===== src/rtl/bl_seq_pkg.sv =====
package bl_seq_pkg;

    typedef enum logic [2:0] {
        ST_OFF       = 3'd0,
        ST_SUPPLY_ON = 3'd1,
        ST_DIM_ON    = 3'd2,
        ST_LIT       = 3'd3,
        ST_DIM_OFF   = 3'd4,
        ST_SUP_OFF   = 3'd5,
        ST_FAULT     = 3'd6
    } bl_state_e;

    typedef struct packed {
        logic sup;
        logic dim;
        logic bl;
    } rail_t;

    // Rail levels driven in each state
    function automatic rail_t rails_of(bl_state_e s);
        rail_t r;
        r = '0;
        case (s)
            ST_SUPPLY_ON: r = '{sup: 1'b1, dim: 1'b0, bl: 1'b0};
            ST_DIM_ON:    r = '{sup: 1'b1, dim: 1'b1, bl: 1'b0};
            ST_LIT:       r = '{sup: 1'b1, dim: 1'b1, bl: 1'b1};
            ST_DIM_OFF:   r = '{sup: 1'b1, dim: 1'b1, bl: 1'b0};
            ST_SUP_OFF:   r = '{sup: 1'b1, dim: 1'b0, bl: 1'b0};
            default:      r = '0;
        endcase
        return r;
    endfunction

    function automatic int unsigned max3(int unsigned a, int unsigned b, int unsigned c);
        int unsigned m;
        m = (a > b) ? a : b;
        return (m > c) ? m : c;
    endfunction

endpackage


===== src/rtl/bl_ms_timer.sv =====
module bl_ms_timer #(
    parameter int unsigned CYC_PER_MS = 250000,
    parameter int unsigned MS_W       = 9
) (
    input  logic            clk,
    input  logic            rst,
    input  logic            restart,
    input  logic [MS_W-1:0] target_ms,
    output logic            expired
);
    localparam int unsigned PRE_W = (CYC_PER_MS > 1) ? $clog2(CYC_PER_MS) : 1;
    localparam logic [PRE_W-1:0] PRE_LAST = PRE_W'(CYC_PER_MS - 1);

    logic [PRE_W-1:0] pre_q;
    logic [MS_W-1:0]  ms_q;
    logic             tick;

    assign tick    = (pre_q == PRE_LAST);
    assign expired = tick && (ms_q == target_ms - MS_W'(1));

    always_ff @(posedge clk) begin
        if (rst || restart) begin
            pre_q <= '0;
            ms_q  <= '0;
        end else if (tick) begin
            pre_q <= '0;
            if (ms_q != '1) begin
                ms_q <= ms_q + MS_W'(1);
            end
        end else begin
            pre_q <= pre_q + PRE_W'(1);
        end
    end
endmodule


===== src/rtl/bl_seq_fsm.sv =====
module bl_seq_fsm
    import bl_seq_pkg::*;
#(
    parameter int unsigned MS_W         = 9,
    parameter int unsigned T_SUP_DIM_MS = 100,
    parameter int unsigned T_DIM_BL_MS  = 300,
    parameter int unsigned T_BL_OFF_MS  = 300
) (
    input  logic            clk,
    input  logic            rst,
    input  logic            pwr_req,
    input  logic            conv_fault,
    input  logic            fault_clr,
    input  logic            expired,
    output logic            restart,
    output logic [MS_W-1:0] target_ms,
    output bl_state_e       state,
    output logic            fault_q
);
    localparam logic [MS_W-1:0] W_SUP_DIM = MS_W'(T_SUP_DIM_MS);
    localparam logic [MS_W-1:0] W_DIM_BL  = MS_W'(T_DIM_BL_MS);
    localparam logic [MS_W-1:0] W_BL_OFF  = MS_W'(T_BL_OFF_MS);

    bl_state_e state_q, state_d;

    always_comb begin
        state_d = state_q;
        case (state_q)
            ST_OFF:       if (pwr_req) state_d = ST_SUPPLY_ON;
            ST_SUPPLY_ON: if (!pwr_req) state_d = ST_SUP_OFF;
                          else if (expired) state_d = ST_DIM_ON;
            ST_DIM_ON:    if (!pwr_req) state_d = ST_DIM_OFF;
                          else if (expired) state_d = ST_LIT;
            ST_LIT:       if (conv_fault || !pwr_req) state_d = ST_DIM_OFF;
            ST_DIM_OFF:   if (expired) state_d = ST_SUP_OFF;
            ST_SUP_OFF:   if (expired) state_d = fault_q ? ST_FAULT : ST_OFF;
            ST_FAULT:     if (fault_clr && !conv_fault) state_d = ST_OFF;
            default:      state_d = ST_OFF;
        endcase
    end

    always_comb begin
        case (state_q)
            ST_DIM_ON:  target_ms = W_DIM_BL;
            ST_DIM_OFF: target_ms = W_BL_OFF;
            default:    target_ms = W_SUP_DIM;
        endcase
    end

    assign restart = (state_d != state_q);
    assign state   = state_q;

    always_ff @(posedge clk) begin
        if (rst) begin
            state_q <= ST_OFF;
            fault_q <= 1'b0;
        end else begin
            state_q <= state_d;
            if (state_q == ST_LIT && conv_fault) begin
                fault_q <= 1'b1;
            end else if (state_q == ST_FAULT && fault_clr && !conv_fault) begin
                fault_q <= 1'b0;
            end
        end
    end
endmodule


===== src/rtl/bl_sel_latch.sv =====
module bl_sel_latch (
    input  logic clk,
    input  logic rst,
    input  logic hold,
    input  logic sel_in,
    output logic sel_out
);
    always_ff @(posedge clk) begin
        if (rst) begin
            sel_out <= 1'b0;
        end else if (!hold) begin
            sel_out <= sel_in;
        end
    end
endmodule


===== src/rtl/bl_power_seq.sv =====
module bl_power_seq
    import bl_seq_pkg::*;
#(
    parameter int unsigned CYC_PER_MS   = 250000,
    parameter int unsigned T_SUP_DIM_MS = 100,
    parameter int unsigned T_DIM_BL_MS  = 300,
    parameter int unsigned T_BL_OFF_MS  = 300
) (
    input  logic clk,
    input  logic rst,
    input  logic pwr_req,
    input  logic dim_sel_in,
    input  logic conv_fault,
    input  logic fault_clr,
    output logic sup_en,
    output logic dim_en,
    output logic bl_on,
    output logic dim_sel,
    output logic ready,
    output logic fault_latched
);
    localparam int unsigned MAX_MS = max3(T_SUP_DIM_MS, T_DIM_BL_MS, T_BL_OFF_MS);
    localparam int unsigned MS_W   = $clog2(MAX_MS + 1);

    logic            restart;
    logic            expired;
    logic [MS_W-1:0] target_ms;
    bl_state_e       state;
    rail_t           rails;

    bl_ms_timer #(
        .CYC_PER_MS (CYC_PER_MS),
        .MS_W       (MS_W)
    ) u_timer (
        .clk       (clk),
        .rst       (rst),
        .restart   (restart),
        .target_ms (target_ms),
        .expired   (expired)
    );

    bl_seq_fsm #(
        .MS_W         (MS_W),
        .T_SUP_DIM_MS (T_SUP_DIM_MS),
        .T_DIM_BL_MS  (T_DIM_BL_MS),
        .T_BL_OFF_MS  (T_BL_OFF_MS)
    ) u_fsm (
        .clk        (clk),
        .rst        (rst),
        .pwr_req    (pwr_req),
        .conv_fault (conv_fault),
        .fault_clr  (fault_clr),
        .expired    (expired),
        .restart    (restart),
        .target_ms  (target_ms),
        .state      (state),
        .fault_q    (fault_latched)
    );

    assign rails  = rails_of(state);
    assign sup_en = rails.sup;
    assign dim_en = rails.dim;
    assign bl_on  = rails.bl;
    assign ready  = (state == ST_LIT);

    bl_sel_latch u_sel (
        .clk     (clk),
        .rst     (rst),
        .hold    (state == ST_LIT),
        .sel_in  (dim_sel_in),
        .sel_out (dim_sel)
    );
endmodule


===== config.mk =====
export PLATFORM = sky130hd
export DESIGN_NAME = bl_power_seq
export DESIGN_NICKNAME = d
export VERILOG_FILES = /design/src/rtl/bl_seq_pkg.sv /design/src/rtl/bl_ms_timer.sv /design/src/rtl/bl_seq_fsm.sv /design/src/rtl/bl_sel_latch.sv /design/src/rtl/bl_power_seq.sv
export SDC_FILE = /design/constraint.sdc
export NUM_CORES = 1
export LEC_CHECK = 0
export ABC_AREA = 0
export BUFFER_PORTS_ARGS = -buffer_cell sky130_fd_sc_hd__buf_2
export CAP_MARGIN = 20
export CORE_ASPECT_RATIO = 1.1
export CORE_MARGIN = 1.5
export CORE_UTILIZATION = 50
export DETAILED_ROUTE_END_ITERATION = 12
export HOLD_SLACK_MARGIN = 0.06
export PLACE_DENSITY = 0.79
export SLEW_MARGIN = 20
export SYNTH_ARGS = -nofsm -noshare
export SYNTH_HDL_FRONTEND = slang
export SYNTH_SLANG_ARGS = --single-unit

===== constraint.sdc =====
create_clock -name clk -period 5.92 [get_ports clk]
set_input_delay 1.184 -clock clk [delete_from_list [all_inputs] [get_ports clk]]
set_output_delay 1.184 -clock clk [all_outputs]
set_load 0.05 [all_outputs]

# [Word-level counts from Yosys, hierarchy flattened]
# Cells that the tools add are included.
[classes] add_sub_neg=3 eq_ne=10 muxes=15 n_reduce_logical=15
[op_table] cell="$mux W3" count=10
[op_table] cell="$pmux W3 S7" count=1
[op_table] cell="$add A18 B1 Y18 const B" count=1
[op_table] cell="$eq A18 B18 Y1 const B" count=1
[op_table] cell="$add A9 B1 Y9 const B" count=1
[op_table] cell="$eq A3 B3 Y1 const B" count=3
[op_table] cell="$eq A9 B9 Y1" count=1
[op_table] cell="$mux W9" count=1
[op_table] cell="$ne A9 B9 Y1 const B" count=1
[op_table] cell="$pmux W3 S3" count=1
[op_table] cell="$sub A9 B1 Y9 const B" count=1
[op_table] cell="$eq A3 B2 Y1 const B" count=2
[op_table] cell="$reduce_or A2 Y1" count=3
[op_table] cell="$logic_and A1 B1 Y1" count=5
[op_table] cell="$eq A3 B1 Y1 const B" count=1
[op_table] cell="$logic_not A3 Y1" count=1
[op_table] cell="$ne A3 B3 Y1" count=1
[op_table] cell="$logic_not A1 Y1" count=2
[op_table] cell="$logic_or A1 B1 Y1" count=2
[op_table] cell="$mux W1" count=2
[op_table] cell="$reduce_and A2 Y1" count=1
[op_table] cell="$reduce_bool A2 Y1" count=1
[totals] regBits=32 elab_cells=48

# [Longest topological paths before layout]
# Gate-level depths: netlist of the first run.
[depth] ltp_word=12 ltp_mapped=8 depth_no_buf=8

# [Hierarchy]
# Synthesis of the first run repeated with hierarchy kept, for this count alone.
[hier_totals] cells_unflattened=243 area_unflattened_um2=2078.2
[by_module_without_submodules] module="bl_ms_timer" n_inst=1 cells_each=177 area_per_inst_um2=1544.0 seq_area_each_um2=540.5
[by_module_without_submodules] module="bl_seq_fsm" n_inst=1 cells_each=57 area_per_inst_um2=451.7 seq_area_each_um2=80.1
[by_module_without_submodules] module="bl_power_seq" n_inst=1 cells_each=6 area_per_inst_um2=48.8 seq_area_each_um2=0.0
[by_module_without_submodules] module="bl_sel_latch" n_inst=1 cells_each=3 area_per_inst_um2=33.8 seq_area_each_um2=20.0

# [Worst setup path after synthesis of the first run]
# OpenSTA, ideal clock, no wires.
[synth_timing] path_kind="reg-to-output" from="register u_fsm.state_q[0], in the netlist u_fsm.state[0]" to="output port sup_en" arrival_ns=1.640 setup_slack_ns=3.096 stages_incl_launch_ff=5 n_path_buf=2 cell_sequence="dfxtp_1 -> clkbuf_1 -> clkbuf_1 -> nor3_1 -> a21oi_1"
[synth_via] elab_chain_cells=3 elab_cells_between_ends=8 cone_classes="eq/ne (5); mux (1); reduce/logical (2)"
[synth_lines] element="from (decl)" line="bl_seq_fsm.sv:24" source="bl_state_e state_q, state_d;"
[synth_lines] element="from (signal assigned)" line="bl_seq_fsm.sv:58" source="state_q <= state_d;"
[synth_lines] element="$eq A3 B1 Y1 (tied with other cells)" line="bl_seq_pkg.sv:23" source="case (s)"
[synth_lines] element="$reduce_or A2 Y1 (no source line)"
[synth_lines] element="$pmux W3 S3 (*)" line="bl_seq_pkg.sv:23"
[synth_lines] element="to (decl)" line="bl_power_seq.sv:15" source="output logic sup_en,"
# Mark *: on every way between the ends. The rest lies on a longest branch, timed or not.

# [Worst setup path after layout of the first run]
[layout_timing] from="register u_fsm.state_q[1], in the netlist u_fsm.state[1]" to="output port dim_en"
[layout_via] elab_chain_cells=3 elab_cells_between_ends=8 cone_classes="eq/ne (5); mux (1); reduce/logical (2)"
[layout_lines] element="$eq A3 B1 Y1 (tied with other cells)" line="bl_seq_pkg.sv:23"
[layout_lines] element="$reduce_or A2 Y1 (no source line)"
[layout_lines] element="$pmux W3 S3 (*)" line="bl_seq_pkg.sv:23"
[layout_lines] element="to (decl)" line="bl_power_seq.sv:16" source="output logic dim_en,"
# Marked as above.

==> results of run 1 <==
cell families (layout without fill, tap and decap cells):
family | count (synthesis) | in the layout | share of synthesized area
flip-flops | 32 | 32 | 0.376
multiplexers | 3 | 3 | 0.0176
adder cells (fa/ha/maj) | 3 | 3 | 0.0221
AO/OA/AOI/OAI | 29 | 29 | 0.124
buffers and inverters | 9 | 21 | 0.0243
AND/OR/NAND/NOR | 104 | 104 | 0.313
XOR/XNOR | 24 | 24 | 0.124
worst paths after layout:
kind                            cells after the start      startpoint  slack [ns]           endpoint
worst min-delay path                                2   u_sel.sel_out        0.50      u_sel.sel_out
worst min register to register                      2   u_sel.sel_out        0.50      u_sel.sel_out
worst max register to register                      6  u_fsm.state[2]        3.55  u_timer.pre_q[10]
worst max-delay path                                4  u_fsm.state[1]        3.03             dim_en
per-layer routing:
| layer | GRT usage | vias up | part of all wire |
|---|---|---|---|
| met5 | 0 | - | 0 |
| met4 | 0.0682 | 0 | 0.012 |
| li1 | - | 740 | - |
| met1 | 0.237 | 639 | 0.49 |
| met2 | 0.295 | 22 | 0.46 |
| met3 | 0.0547 | 4 | 0.034 |
power by group through the flow:
stage | registers, uW | logic (uW) | clock network, uW
after floorplan | 226 | 28.4 | 0
after global placement | 230 | 32.8 | 0
after detailed placement | 230 | 33.6 | 0
after CTS | 225 | 33.8 | 118
after global routing | 226 | 37.4 | 130
final | 225 | 33.6 | 115
cells in the final DEF, fill, tap and decap left out, types with 3 or more instances in the layout:
| master | instances |
|---|---|
| nor2_1 | 40 |
| dfxtp_1 | 32 |
| nand3_1 | 14 |
| nand2_1 | 14 |
| xor2_1 | 12 |
| xnor2_1 | 12 |
| buf_2 | 11 |
| a21oi_1 | 7 |
| o21ai_0 | 7 |
| nand4_1 | 6 |
| clkbuf_4 | 5 |
| and3_1 | 4 |
| nor3_1 | 4 |
| and4_1 | 4 |
| inv_1 | 3 |
| nand3b_1 | 3 |
| nor2b_1 | 3 |
| mux2i_1 | 3 |
| ha_1 | 3 |
area by class of cell:
type	count	area (sq um)
Clock buffer	6	41.3
Clock inverter	1	5.00
Fill cell	321	1490
Inverter	3	11.3
Multi-Input combinational cell	163	1020
Sequential cell	32	641
Tap cell	36	45.0
Timing Repair Buffer	11	55.1
state kept, by name (all words and copies together) (netlist names):
signal	count
u_fsm.state	3
u_sel.sel_out	1
u_timer.ms_q	9
u_timer.pre_q	18
u_fsm.fault_q	1
Yosys cell counts (3+ instances only):
| master | number |
|---|---|
| nor2_1 | 40 |
| dfxtp_1 | 32 |
| nand2_1 | 14 |
| nand3_1 | 14 |
| xnor2_1 | 12 |
| xor2_1 | 12 |
| a21oi_1 | 7 |
| o21ai_0 | 7 |
| nand4_1 | 6 |
| and3_1 | 4 |
| and4_1 | 4 |
| clkbuf_1 | 4 |
| nor3_1 | 4 |
| ha_1 | 3 |
| inv_1 | 3 |
| mux2i_1 | 3 |
| nand3b_1 | 3 |
| nor2b_1 | 3 |
per-stage QoR:
| stage | setup WS [ns] | cells |
|---|---|---|
| 6_report | 3.03 | 252 |
| 5_1_grt | 2.87 | 252 |
| 4_1_cts | 3.02 | 252 |
| 3_5_place_dp | 3.21 | 245 |
| 3_3_place_gp | 3.22 | 245 |
| 2_1_floorplan | 3.10 | 204 |
critical path: stages (launching register included):
cell	delay, ns
dfxtp_1	0.62
inv_1	0.19
nor2_1	0.21
a21o_1	0.11
buf_2	0.25
==> impl.org, run 1 <==
** Floorplanning
- In this run the count of I/O pins placed on the die edge is 12.
- In this run the vertical extent of the chip is 64.2 microns.
- The floorplan step defined a die boundary enclosing 3760 sq um.
- Horizontal die dimension :: slightly below 60 microns
- For this configuration, the core starts out at a cell density of 0.515.
- Number of rows in the core area :: 22
- Core region area :: around 3300 sq um

** Clock network
- The clock passes through at most 2 buffers.
- Root Driver :: clkbuf_4
- After clock tree synthesis, the setup repair step added 0 buffers.
- Clock tree synthesis inserted a total of 5 buffers.
- For this design, the sink count on the clock tree is 32.
- TritonCTS clock tree :: yes
- At the later pin of the worst-skew pair, clock insertion delay measures 0.33 ns.
- # H-tree levels :: 2
- Clock-pin slew reported for the worst setup and hold paths after clock tree synthesis :: ~0.10 ns
- Hold_buf cts :: 0
- In this run, post-CTS repair resized a total of 0 instances.

** Drt
- WL per Instance :: around 13 microns
- In the routed design, unresolved DRC markers number 0.
- Antenna Violating Nets Remaining :: 0
- Pre-antenna DRT Iters :: 4
- The detailed router placed ~1400 vias in this run.
- After the first detailed-routing iteration, the DRC count stood at 78.
- For this block, the routed nets add up to 3.21 mm of wire.
- After detailed routing, the number of vias per cell comes to 5.58.

** Cells and area
- The finished cells cover 1820 sq um.
- Compared with the post-synthesis result, the final layout area differs by 6.84%.
- Number of nets in the final layout :: between 200 and 250
- In the final layout, the share of cells above drive strength 1 is 0.106.
- Number of diodes added for antenna fixing :: 0
- End-of-flow core utilization :: 0.550

** STA
- Fin. max-slew vios :: 0
- Actual transition at the worst max-transition pin :: 0.692 ns
- In the final timing run, aggregate negative setup slack is 0 ns.
- Worst Clk Skew :: 0.0107 ns
- Final hold slack :: a little under 0.5 ns
- Headroom to the max-slew limit :: 0.535
- Setup violations remaining at the end of the flow were counted as 0.
- Unrepaired setup endpoints after global routing :: no
- Maximum clock rate :: between 300 and 400 MHz
- Dividing the final minimum period by the clock period gives 0.488.
- Final critical-path required period :: ~2.9 ns
- The total count of hold-check failures in the final report was 0.

** Synthesis
- Net count after synthesis :: roughly 210
- Average cell area after synthesis :: 8.34 sq um
- For this run, the register share of the synthesized area comes to 0.376.
- Synth Instances :: 204
- Synthesis inferred 32 register bits.
- Count of yosys warnings during synthesis :: 0
- In the synthesized netlist the async set-or-reset flop fraction comes to 0.
- Post-synth top area cell :: dfxtp_1
- For this run, the leading register cell type out of synthesis is dfxtp_1.
- In this run, distinct cell masters in the synthesized netlist total 41.
- Of the post-synthesis cell area, the dominant cell type holds 0.376.
- Synthesized cell area :: approximately 1700 sq um
- Post-synth EDFFs :: 0
- Top cells by area, synth :: dfxtp_1, nor2_1, xnor2_1

** Global routing
- Via count of the first global-routing pass :: 1273
- Initial antenna violation count :: 0
- Tot GR Track Use :: 0.186
- Entering global routing, the biggest net connects 20 pins.
- For this run the aggregate overflow at the end of global routing stands at 0.
- The first global-routing pass estimated 5.45 mm of wire.

** Place
- Input and output buffers added on the ports amount to 11.
- HPWL after detailed placement :: between 2 and 2.5 mm
- The placed instances occupy a cell area of 1770 sq um.
- Final estimated routing congestion in global placement :: 0.832

** Pwr
- Of the total power, combinational logic draws 0.090.
- For this design the ratio of total power to cell area is ~210 nW/um^2.
- Switching power :: 101 uW
- Proportion of total power due to net switching :: 0.270
- VDD sags by at most 0.157 mV.
- Relative contribution of the clock network to total power :: 0.307
- Power comes to 373 uW.
- Total internal power :: roughly 270 uW
- Of the total power, registers draw 0.603.
- Summed over all cells, the static leakage comes to between 0.0006 and 0.0007 uW.

** Setup path
- The critical path is of the register to primary output type.
- Endpoint type of the worst setup path :: primary output
- Kind of launch point of the worst setup path :: register
- STA puts the critical path data arrival time at approximately 1.7 ns.
- CP required :: 4.74 ns
- Along the worst path, the maximum fanout reaches 15.

** Status
- The flow ran to the end, and the final reports show no timing, DRC or antenna violations.

** Min path
- Path type of the worst min-delay path :: register to register

** Run
- Max-cap violations in this run came to 0.
Power figures use the tool's default switching activity.
==> inputs of run 2 (changes only) <==
--- a/config.mk
+++ b/config.mk
@@ -5,7 +5,7 @@
 export SDC_FILE = /design/constraint.sdc
 export NUM_CORES = 1
 export LEC_CHECK = 0
-export ABC_AREA = 0
+export ABC_AREA = 1
 export BUFFER_PORTS_ARGS = -buffer_cell sky130_fd_sc_hd__buf_2
 export CAP_MARGIN = 20
 export CORE_ASPECT_RATIO = 1.1
==> constraint.sdc (replaced) <==
create_clock -name clk -period 2.9 [get_ports clk]
set_input_delay 0.58 -clock clk [delete_from_list [all_inputs] [get_ports clk]]
set_output_delay 0.58 -clock clk [all_outputs]
set_load 0.05 [all_outputs]
==> run 2 against run 1 <==
Effect of this change:
- die area up 9.7%
- first-iteration DRC count down 3.8%
- register-to-register slack worse by 3.0 ns
- global-route usage up 1.8 points
- synthesized cell count up 29%
- core utilization up 2.7 points
- sequential power up 100%
- hold slack worse by 0.035 ns
- sequential share of layout area down 4.6 points
- setup slack worse by 2.5 ns
- clock-buffer cell count up 1
- largest cell class unchanged
- largest power group is now clock
- highest routed layer unchanged
==> impl.org, run 2 <==
** Status
- Status :: finished clean (unchanged)

** Clock network
- Hold_buf cts :: 0 (unchanged)
- Post_cts resized :: 0 (unchanged)
- Clock network latency to the later pin of the worst-skew pair :: 0.29 ns (was 0.33 ns)
- The TritonCTS clock tree is yes (unchanged).
- The number of buffers inserted to repair setup after CTS was 0 (unchanged).
- Maximum clock insertion buffer count :: 2 (unchanged)
- The number of clock buffers inserted by TritonCTS is 5 (unchanged).
- # H-tree levels :: 2 (unchanged)
- The register clock-pin slew on the reported worst setup and hold paths came to 0.07 ns (was 0.10 ns).
- The number of clock sinks is 32 (unchanged).
- The clock root buffer master is clkbuf_8 (was clkbuf_4).

** Global routing
- Met3 capacity usage during global routing :: 0.0805 (was 0.0547)
- Met1 track demand over resource in global routing :: 0.212 (was 0.237)
- Largest net degree at the start of global routing :: 28 (was 20)
- Global-route track usage on met2 :: 0.352 (was 0.295)
- The number of antenna violations at the first check in global routing came to 0 (unchanged).
- The number of global-route vias before repair was 1589 (was 1273).
- Remaining global-route overflow :: 0 (unchanged)
- Tot GR Track Use :: 0.205 (was 0.186)
- Most heavily used metal layer in global routing :: met2 (unchanged)
- The wire length of the first global-routing pass is 6.20 mm (was 5.45 mm).

** STA
- The setup TNS was 0 ns (unchanged).
- Hold violation total from the final report :: 0 (unchanged)
- Unrepaired setup endpoints after global routing :: no (unchanged)
- Period utilisation layout :: 0.821
- The final-report max-slew violation count came to 0 (unchanged).
- The setup slack after layout is 0.520 ns (was 3.03 ns).
- Derived from the worst setup path, the maximum achievable clock frequency is ~420 MHz.
- Worst Clk Skew :: 0.00438 ns (was 0.0107 ns)
- Actual transition at the worst max-transition pin :: 0.524 ns (was 0.692 ns)
- # setup viols final :: 0 (unchanged)
- Headroom to the max-slew limit :: 0.650 (was 0.535)
- The worst path needs about 2.4 ns of the cycle, external delays included.

** Place
- The placement-stage worst setup slack was 0.462 ns (was 3.21 ns).
- The half-perimeter wire length after detailed placement is 2.57 mm (was 2.30 mm).
- Port Buffer Count :: 11 (unchanged)
- Final estimated routing congestion in global placement :: 0.873 (was 0.832)
- Placed standard-cell area :: 1970 sq um (was 1770 sq um)

** Pwr
- Leak Pwr :: 0.000787 uW (was 0.000631 uW)
- The worst ir drop on vdd is 0.305 mV (was 0.157 mV).
- The total power consumption of the routed design is 1030 uW (was 373 uW).
- Pwr dens :: 492 nW/um^2 (was 205 nW/um^2)

** Setup path
- The startpoint of the worst setup timing path is u_timer.pre_q[0] (was u_fsm.state[1]).
- Last element of the critical path :: u_timer.pre_q[17] (was dim_en)
- FF-to-FF path depth :: 13 (was 6)
- The startpoint-to-endpoint class of the critical path is register to register (was register to primary output).
- CP Max Fanout :: 27 (was 15)
- The origin of the critical flop-to-flop path was u_timer.pre_q[0] (was u_fsm.state[2]).
- The endpoint of the most critical register-to-register path is u_timer.pre_q[17] (was u_timer.pre_q[10]).
- CP required :: 3.10 ns (was 4.74 ns)
- The kind of start point of the critical path was a register (unchanged).
- Endpoint type of the worst setup path :: register (was primary output)
- The worst endpoint data arrival time was 2.58 ns (was 1.71 ns).
- The register-to-register setup slack was 0.52 ns (was 3.55 ns).

** Drt
- The total detailed-routing wirelength came to 3.58 mm (was 3.21 mm).
- The per-cell routed wire length was 10.9 microns (was 12.7 microns).
- Via total after detailed routing :: 1625 (was 1405)
- The count of TritonRoute iterations in the first routing pass came to 4 (unchanged).
- The number of DRC violations after detailed routing was 0 (unchanged).
- Antenna Violating Nets Remaining :: 0 (unchanged)
- The via-per-instance ratio was 4.94 (was 5.58).
- The detailed router's first-iteration violation count is 75 (was 78).

** Cells and area
- Number of diodes added for antenna fixing :: 0 (unchanged)
- Max reg flops :: 18 (unchanged)
- Fraction of layout cells with a size suffix above 1 :: 0.168 (was 0.106)
- The final net count came to 287 (was 225).
- The layout-stage area growth over the synthesis result is 11.6% (was 6.84%).
- Top library cells by usage in the layout, fill and taps aside :: nand2_1, nor2_1, inv_1, dfxtp_1, nand3_1 (was nor2_1, dfxtp_1, nand3_1, nand2_1)
- The leading cell type in the layout, fill and taps excluded is nand2_1 (was nor2_1).
- The area of all placed cells without fillers came to 2090 sq um (was 1820 sq um).
- Largest Register :: u_timer.pre_q (unchanged)
- End-of-flow core utilization :: 0.577 (was 0.550)

** Synthesis
- Share of the yosys chip area belonging to registers :: 0.342 (was 0.376)
- The mean instance size in the synthesized netlist is 7.13 sq um (was 8.34 sq um).
- The synthesized-area fraction occupied by ao, oa, aoi and oai cells came to 0.0647 (was 0.124).
- Count of yosys warnings during synthesis :: 0 (unchanged)
- Synth Flop Type :: dfxtp_1 (unchanged)
- Post-synthesis share of cell area spent on xor and xnor gates :: 0.0794 (was 0.124)
- Post-synth cell types :: 28 (was 41)
- Combinational family with the most area after synthesis :: simple AND/OR/NAND/NOR gates (unchanged)
- The number of synthesized flops with an enable pin was 0 (unchanged).
- Most numerous cell types in the synthesized netlist: nand2_1, nor2_1, dfxtp_1, inv_1, nand3_1 (was nor2_1, dfxtp_1, nand2_1, nand3_1).
- Share of async-settable or async-resettable flops after synthesis :: 0 (unchanged)
- Cell with the most instances after synthesis :: nand2_1 (was nor2_1)
- The share of synthesized cell area in and, or, nand and nor gates is 0.410 (was 0.313).
- Synth Instances :: 263 (was 204)
- Synthesized flop and latch total :: 32 (unchanged)
- The adder and majority cell fraction of the synthesized area is 0.0200 (was 0.0221).
- Post-synth top area cell :: dfxtp_1 (unchanged)
- Net count after synthesis :: 272 (was 213)
- Proportion of synthesized area in mux cells :: 0 (was 0.0176)
- Synthesized cell area :: 1880 sq um (was 1700 sq um)
- Top cells by area, synth :: dfxtp_1, nand2_1, nor2_1 (was dfxtp_1, nor2_1, xnor2_1)
- Post-synth top area share :: 0.342 (was 0.376)

** Floorplanning
- The number of cell rows came to 23 (was 22).
- Horizontal die dimension :: 61.4 microns (was 58.6 microns)
- The starting density of the core is 0.517 (was 0.515).
- Io pins :: 12 (unchanged)
- Die Ht :: 67.2 microns (was 64.2 microns)
- The area enclosed by the die boundary is 4130 sq um (was 3760 sq um).
- The placeable core area is 3630 sq um (was 3300 sq um).

** Min path
- The type of the worst min-delay path was register to register (unchanged).

** Run
- Max-capacitance violation count :: 0 (unchanged)
run 2: metal layers:
metal,share of wire,up-vias
met2,0.49,27
met5,0,-
met1,0.45,711
li1,-,878
met3,0.044,9
met4,0.023,0
run 2: worst min path at each step:
stage	from	endpoint	slack, ns	cells after the start
2_1_floorplan	u_timer.pre_q[0]	u_timer.pre_q[0]	0.45	1
3_5_place_dp	u_sel.sel_out	u_sel.sel_out	0.45	2
3_3_place_gp	u_sel.sel_out	u_sel.sel_out	0.45	2
6_report	u_sel.sel_out	u_sel.sel_out	0.46	2
5_1_grt	u_sel.sel_out	u_sel.sel_out	0.50	2
4_1_cts	u_sel.sel_out	u_sel.sel_out	0.46	2
run 2: final cells by class:
class	instances	area, sq um
clock buffers	7	96.3
clock inverters	1	30.0
fillers	369	1530
inverters	33	124
multi-input cells	194	1080
flip-flops and latches	32	641
well taps	50	62.6
repair buffers	12	62.6
run 2: kinds of logic (layout without fill, tap and decap cells):
logic type / Yosys count / in the layout
fa+ha+maj: 3 / 3
xor+xnor: 17 / 17
compound gates: 19 / 19
flops: 32 / 32
simple gates: 155 / 155
buf+inv: 37 / 53
run 2: stage by stage:
stage | instances | hold slack [ns]
floorplan | 263 | 0.454
global placement | 321 | 0.447
detailed placement | 321 | 0.450
CTS | 329 | 0.460
global route | 329 | 0.503
finish | 329 | 0.461
run 2: where the power goes:
group | internal, uW | switching [uW]
sequential | 447 | 8.80
combinational | 25.7 | 74.2
clock | 303 | 172
run 2: worst max-delay path: stages, from the launching register on:
cell     delay [ns]
dfxtp_1        0.38
ha_1           0.22
nand3_1        0.11
nor2_1         0.13
nand2_1        0.06
nor2_1         0.19
nand3_1        0.14
nand2_1        0.08
nand2_1        0.05
nand2_1        0.09
nand2_1        0.07
nand2_2        0.07
nand4_4        0.40
nor3_1         0.29
==> inputs of run 3 (changes only) <==
==> constraint.sdc (replaced) <==
create_clock -name clk -period 2.5 [get_ports clk]
set_input_delay 0.5 -clock clk [delete_from_list [all_inputs] [get_ports clk]]
set_output_delay 0.5 -clock clk [all_outputs]
set_load 0.05 [all_outputs]
==> run 3 against run 2 <==
Effect of this change:
- power is 13% higher
- highest routed layer unchanged
- sequential power grew 16%
- clock-buffer cell count fell by 1
- clock skew is essentially flat
- via count up 2.6%
- core utilization rose by 0.069 points
- final cell count is 0.30% higher
- largest cell class unchanged
- final area grew 0.12%
==> impl.org, run 3 (synthesis results as in run 2) <==
** Status
- Status: finished clean (unchanged).

** Clock network
- Number of sinks driven by the clock tree :: 32 (unchanged)
- The H-tree depth came to 2 (unchanged).
- Hold_buf cts :: 0 (unchanged)
- Total clock buffers created by CTS :: 5 (unchanged)
- Clock-pin slew reported for the worst setup and hold paths after clock tree synthesis :: 0.07 ns (about the same)
- Maximum clock insertion buffer count :: 2 (unchanged)
- Root Driver :: clkbuf_8 (unchanged)
- TritonCTS clock tree :: yes (unchanged)
- Clock network latency to the later pin of the worst-skew pair :: 0.29 ns (about the same)

** Cells and area
- The layout-stage area growth over the synthesis result is 11.7% (was 11.6%).
- Post-route insts no fill :: 330 (was 329)
- The utilization after layout is 0.578 (was 0.577).
- The share of post-route cells with drive strength above 1 is 0.168 (about the same).
- The flip-flop count of the largest register after layout was 18 (unchanged).
- Largest Register :: u_timer.pre_q (unchanged)
- Number of diodes added for antenna fixing :: 0 (unchanged)
- Top library cells by usage in the layout, fill and taps aside: nand2_1, nor2_1, inv_1, dfxtp_1, nand3_1 (unchanged).
- The leading cell type in the layout, fill and taps excluded was nand2_1 (unchanged).
- Number of nets in the final layout :: 288 (was 287)

** Floorplanning
- The overall die width was 61.4 microns (unchanged).
- Die area :: 4130 sq um (unchanged)
- The number of cell rows was 23 (unchanged).
- The height of the die was 67.2 microns (unchanged).
- Core region area :: 3630 sq um (unchanged)
- Io pins :: 12 (unchanged)
- The starting density of the core came to 0.517 (unchanged).

** Min path
- The type of the worst min-delay path is input pin to register (was register to register).
- The worst hold path endpoint is u_fsm.state[1] (was u_sel.sel_out).
- The number of stages on the worst hold path is 2 (unchanged).
- The startpoint of the tightest hold check path was rst (was u_sel.sel_out).

** Place
- The placement-stage worst setup slack was 0.141 ns (was 0.462 ns).
- The cell total after placement came to 321 (unchanged).
- HPWL after detailed placement :: 2.53 mm (was 2.57 mm)
- The count of buffers inserted at the top-level ports is 11 (unchanged).
- The global placer's final weighted congestion is 0.841 (was 0.873).

** STA
- Final worst slack :: 0.286 ns (was 0.520 ns)
- The achievable frequency was 452 MHz (was 420 MHz).
- Worst Clk Skew :: 0.00402 ns (was 0.00438 ns)
- Fin. max-slew vios :: 0 (unchanged)
- Headroom to the max-slew limit :: 0.692 (was 0.650)
- Final critical-path required period :: 2.21 ns (was 2.38 ns)
- Unrepaired setup endpoints after global routing: no (unchanged).
- The total count of hold-check failures in the final report was 0 (unchanged).
- Final TNS setup :: 0 ns (unchanged)
- Period utilisation layout :: 0.886 (was 0.821)
- The count of final setup violators is 0 (unchanged).
- Actual transition at the worst max-transition pin :: 0.460 ns (was 0.524 ns)

** Global routing
- The largest net degree at the start of global routing is 28 (unchanged).
- The number of antenna violations at the first check in global routing is 0 (unchanged).
- Tot GR Track Use :: 0.196 (was 0.205)
- Remaining global-route overflow :: 0 (unchanged)
- The wire length of the first global-routing pass was 6.05 mm (was 6.20 mm).
- Via count of the first global-routing pass :: 1497 (was 1589)

** Drt
- The residual antenna-violating net count after detailed routing was 0 (unchanged).
- Vias per Instance :: 5.05 (was 4.94)
- The per-cell routed wire length was 11.5 microns (was 10.9 microns).
- The number of DRC violations after detailed routing was 0 (unchanged).
- The total vias in the final route came to 1667 (was 1625).
- The detailed router's first-iteration violation count was 107 (was 75).
- The count of TritonRoute iterations in the first routing pass came to 6 (was 4).
- The total detailed-routing wirelength is 3.80 mm (was 3.58 mm).

** Pwr
- Leak Pwr :: 0.000781 uW (was 0.000787 uW)
- Worst supply voltage drop on vdd :: 0.274 mV (was 0.305 mV)
- Pwr dens :: 553 nW/um^2 (was 492 nW/um^2)
- The total power consumption of the routed design was 1160 uW (was 1030 uW).

** Setup path
- Kind of launch point of the worst setup path :: register (unchanged)
- Worst reg-to-reg setup slack :: 0.29 ns (was 0.52 ns)
- The origin of the critical flop-to-flop path was u_fsm.state[2] (was u_timer.pre_q[0]).
- The endpoint of the most critical register-to-register path is u_timer.pre_q[0] (was u_timer.pre_q[17]).
- The startpoint-to-endpoint class of the critical path was register to register (unchanged).
- The largest fanout on the critical path was 14 (was 27).
- WP data arrival :: 2.42 ns (was 2.58 ns)
- The depth of the worst register-to-register path is 9 (was 13).
- The endpoint class of the critical path is a register (unchanged).
- The required arrival time at the worst endpoint is 2.71 ns (was 3.10 ns).

** Run
- The number of max-cap violations was 0 (unchanged).
run 3: critical path, cell delays in order (launching register included):
cell and delay [ns]:
dfxtp_1 0.38, inv_1 0.16, nand3_1 0.19, inv_1 0.15, nand2_1 0.08, a211oi_1 0.28
nor2_1 0.09, nand3_1 0.24, nand4_4 0.32, nor3_1 0.24
run 3: layout make-up:
cell class              count  area [sq um]
fillers                   359          1530
multi-input cells         195          1100
flip-flops and latches     32           641
inverters                  33           124
clock buffers               6          72.6
repair buffers             12          62.6
well taps                  50          62.6
clock inverters             2          35.0
run 3: how the worst max path moves through the flow:
stage / to / slack, ns / startpoint / cells past startpoint
floorplan: u_timer.pre_q[10] / 0.42 / u_fsm.state[2] / 10
global placement: u_timer.pre_q[0] / 0.25 / u_timer.pre_q[0] / 13
detailed placement: u_timer.pre_q[0] / 0.14 / u_timer.pre_q[0] / 13
CTS: u_timer.pre_q[0] / 0.11 / u_timer.pre_q[0] / 13
global route: u_timer.pre_q[0] / 0.02 / u_timer.pre_q[0] / 13
finish: u_timer.pre_q[0] / 0.29 / u_fsm.state[2] / 9
run 3: per-layer routing:
layer / GRT usage / part of all wire / vias to the layer above
met3: 0.0460 / 0.047 / 7
li1: - / - / 884
met4: 0.0904 / 0.016 / 0
met2: 0.335 / 0.49 / 33
met1: 0.227 / 0.44 / 743
met5: 0 / 0 / -
run 3: power breakdown:
group / total, uW / internal, uW / switching (uW)
clock: 500 / 296 / 204
sequential: 529 / 518 / 10.3
combinational: 131 / 33.4 / 97.3
total: 1160 / 848 / 312
run 3: repair_timing:
| action | CTS | global route |
|---|---|---|
| buffers inserted | 0 | 0 |
| endpoints found under the setup margin | 0 | 27 |
| gates resized for setup | 0 | 1 |
run 3: through the flow:
step	cell area (sq um)	hold slack, ns
6_report	2100	0.436
4_1_cts	2070	0.440
5_1_grt	2100	0.448
3_5_place_dp	1970	0.449
3_3_place_gp	1970	0.447
2_1_floorplan	1880	0.454
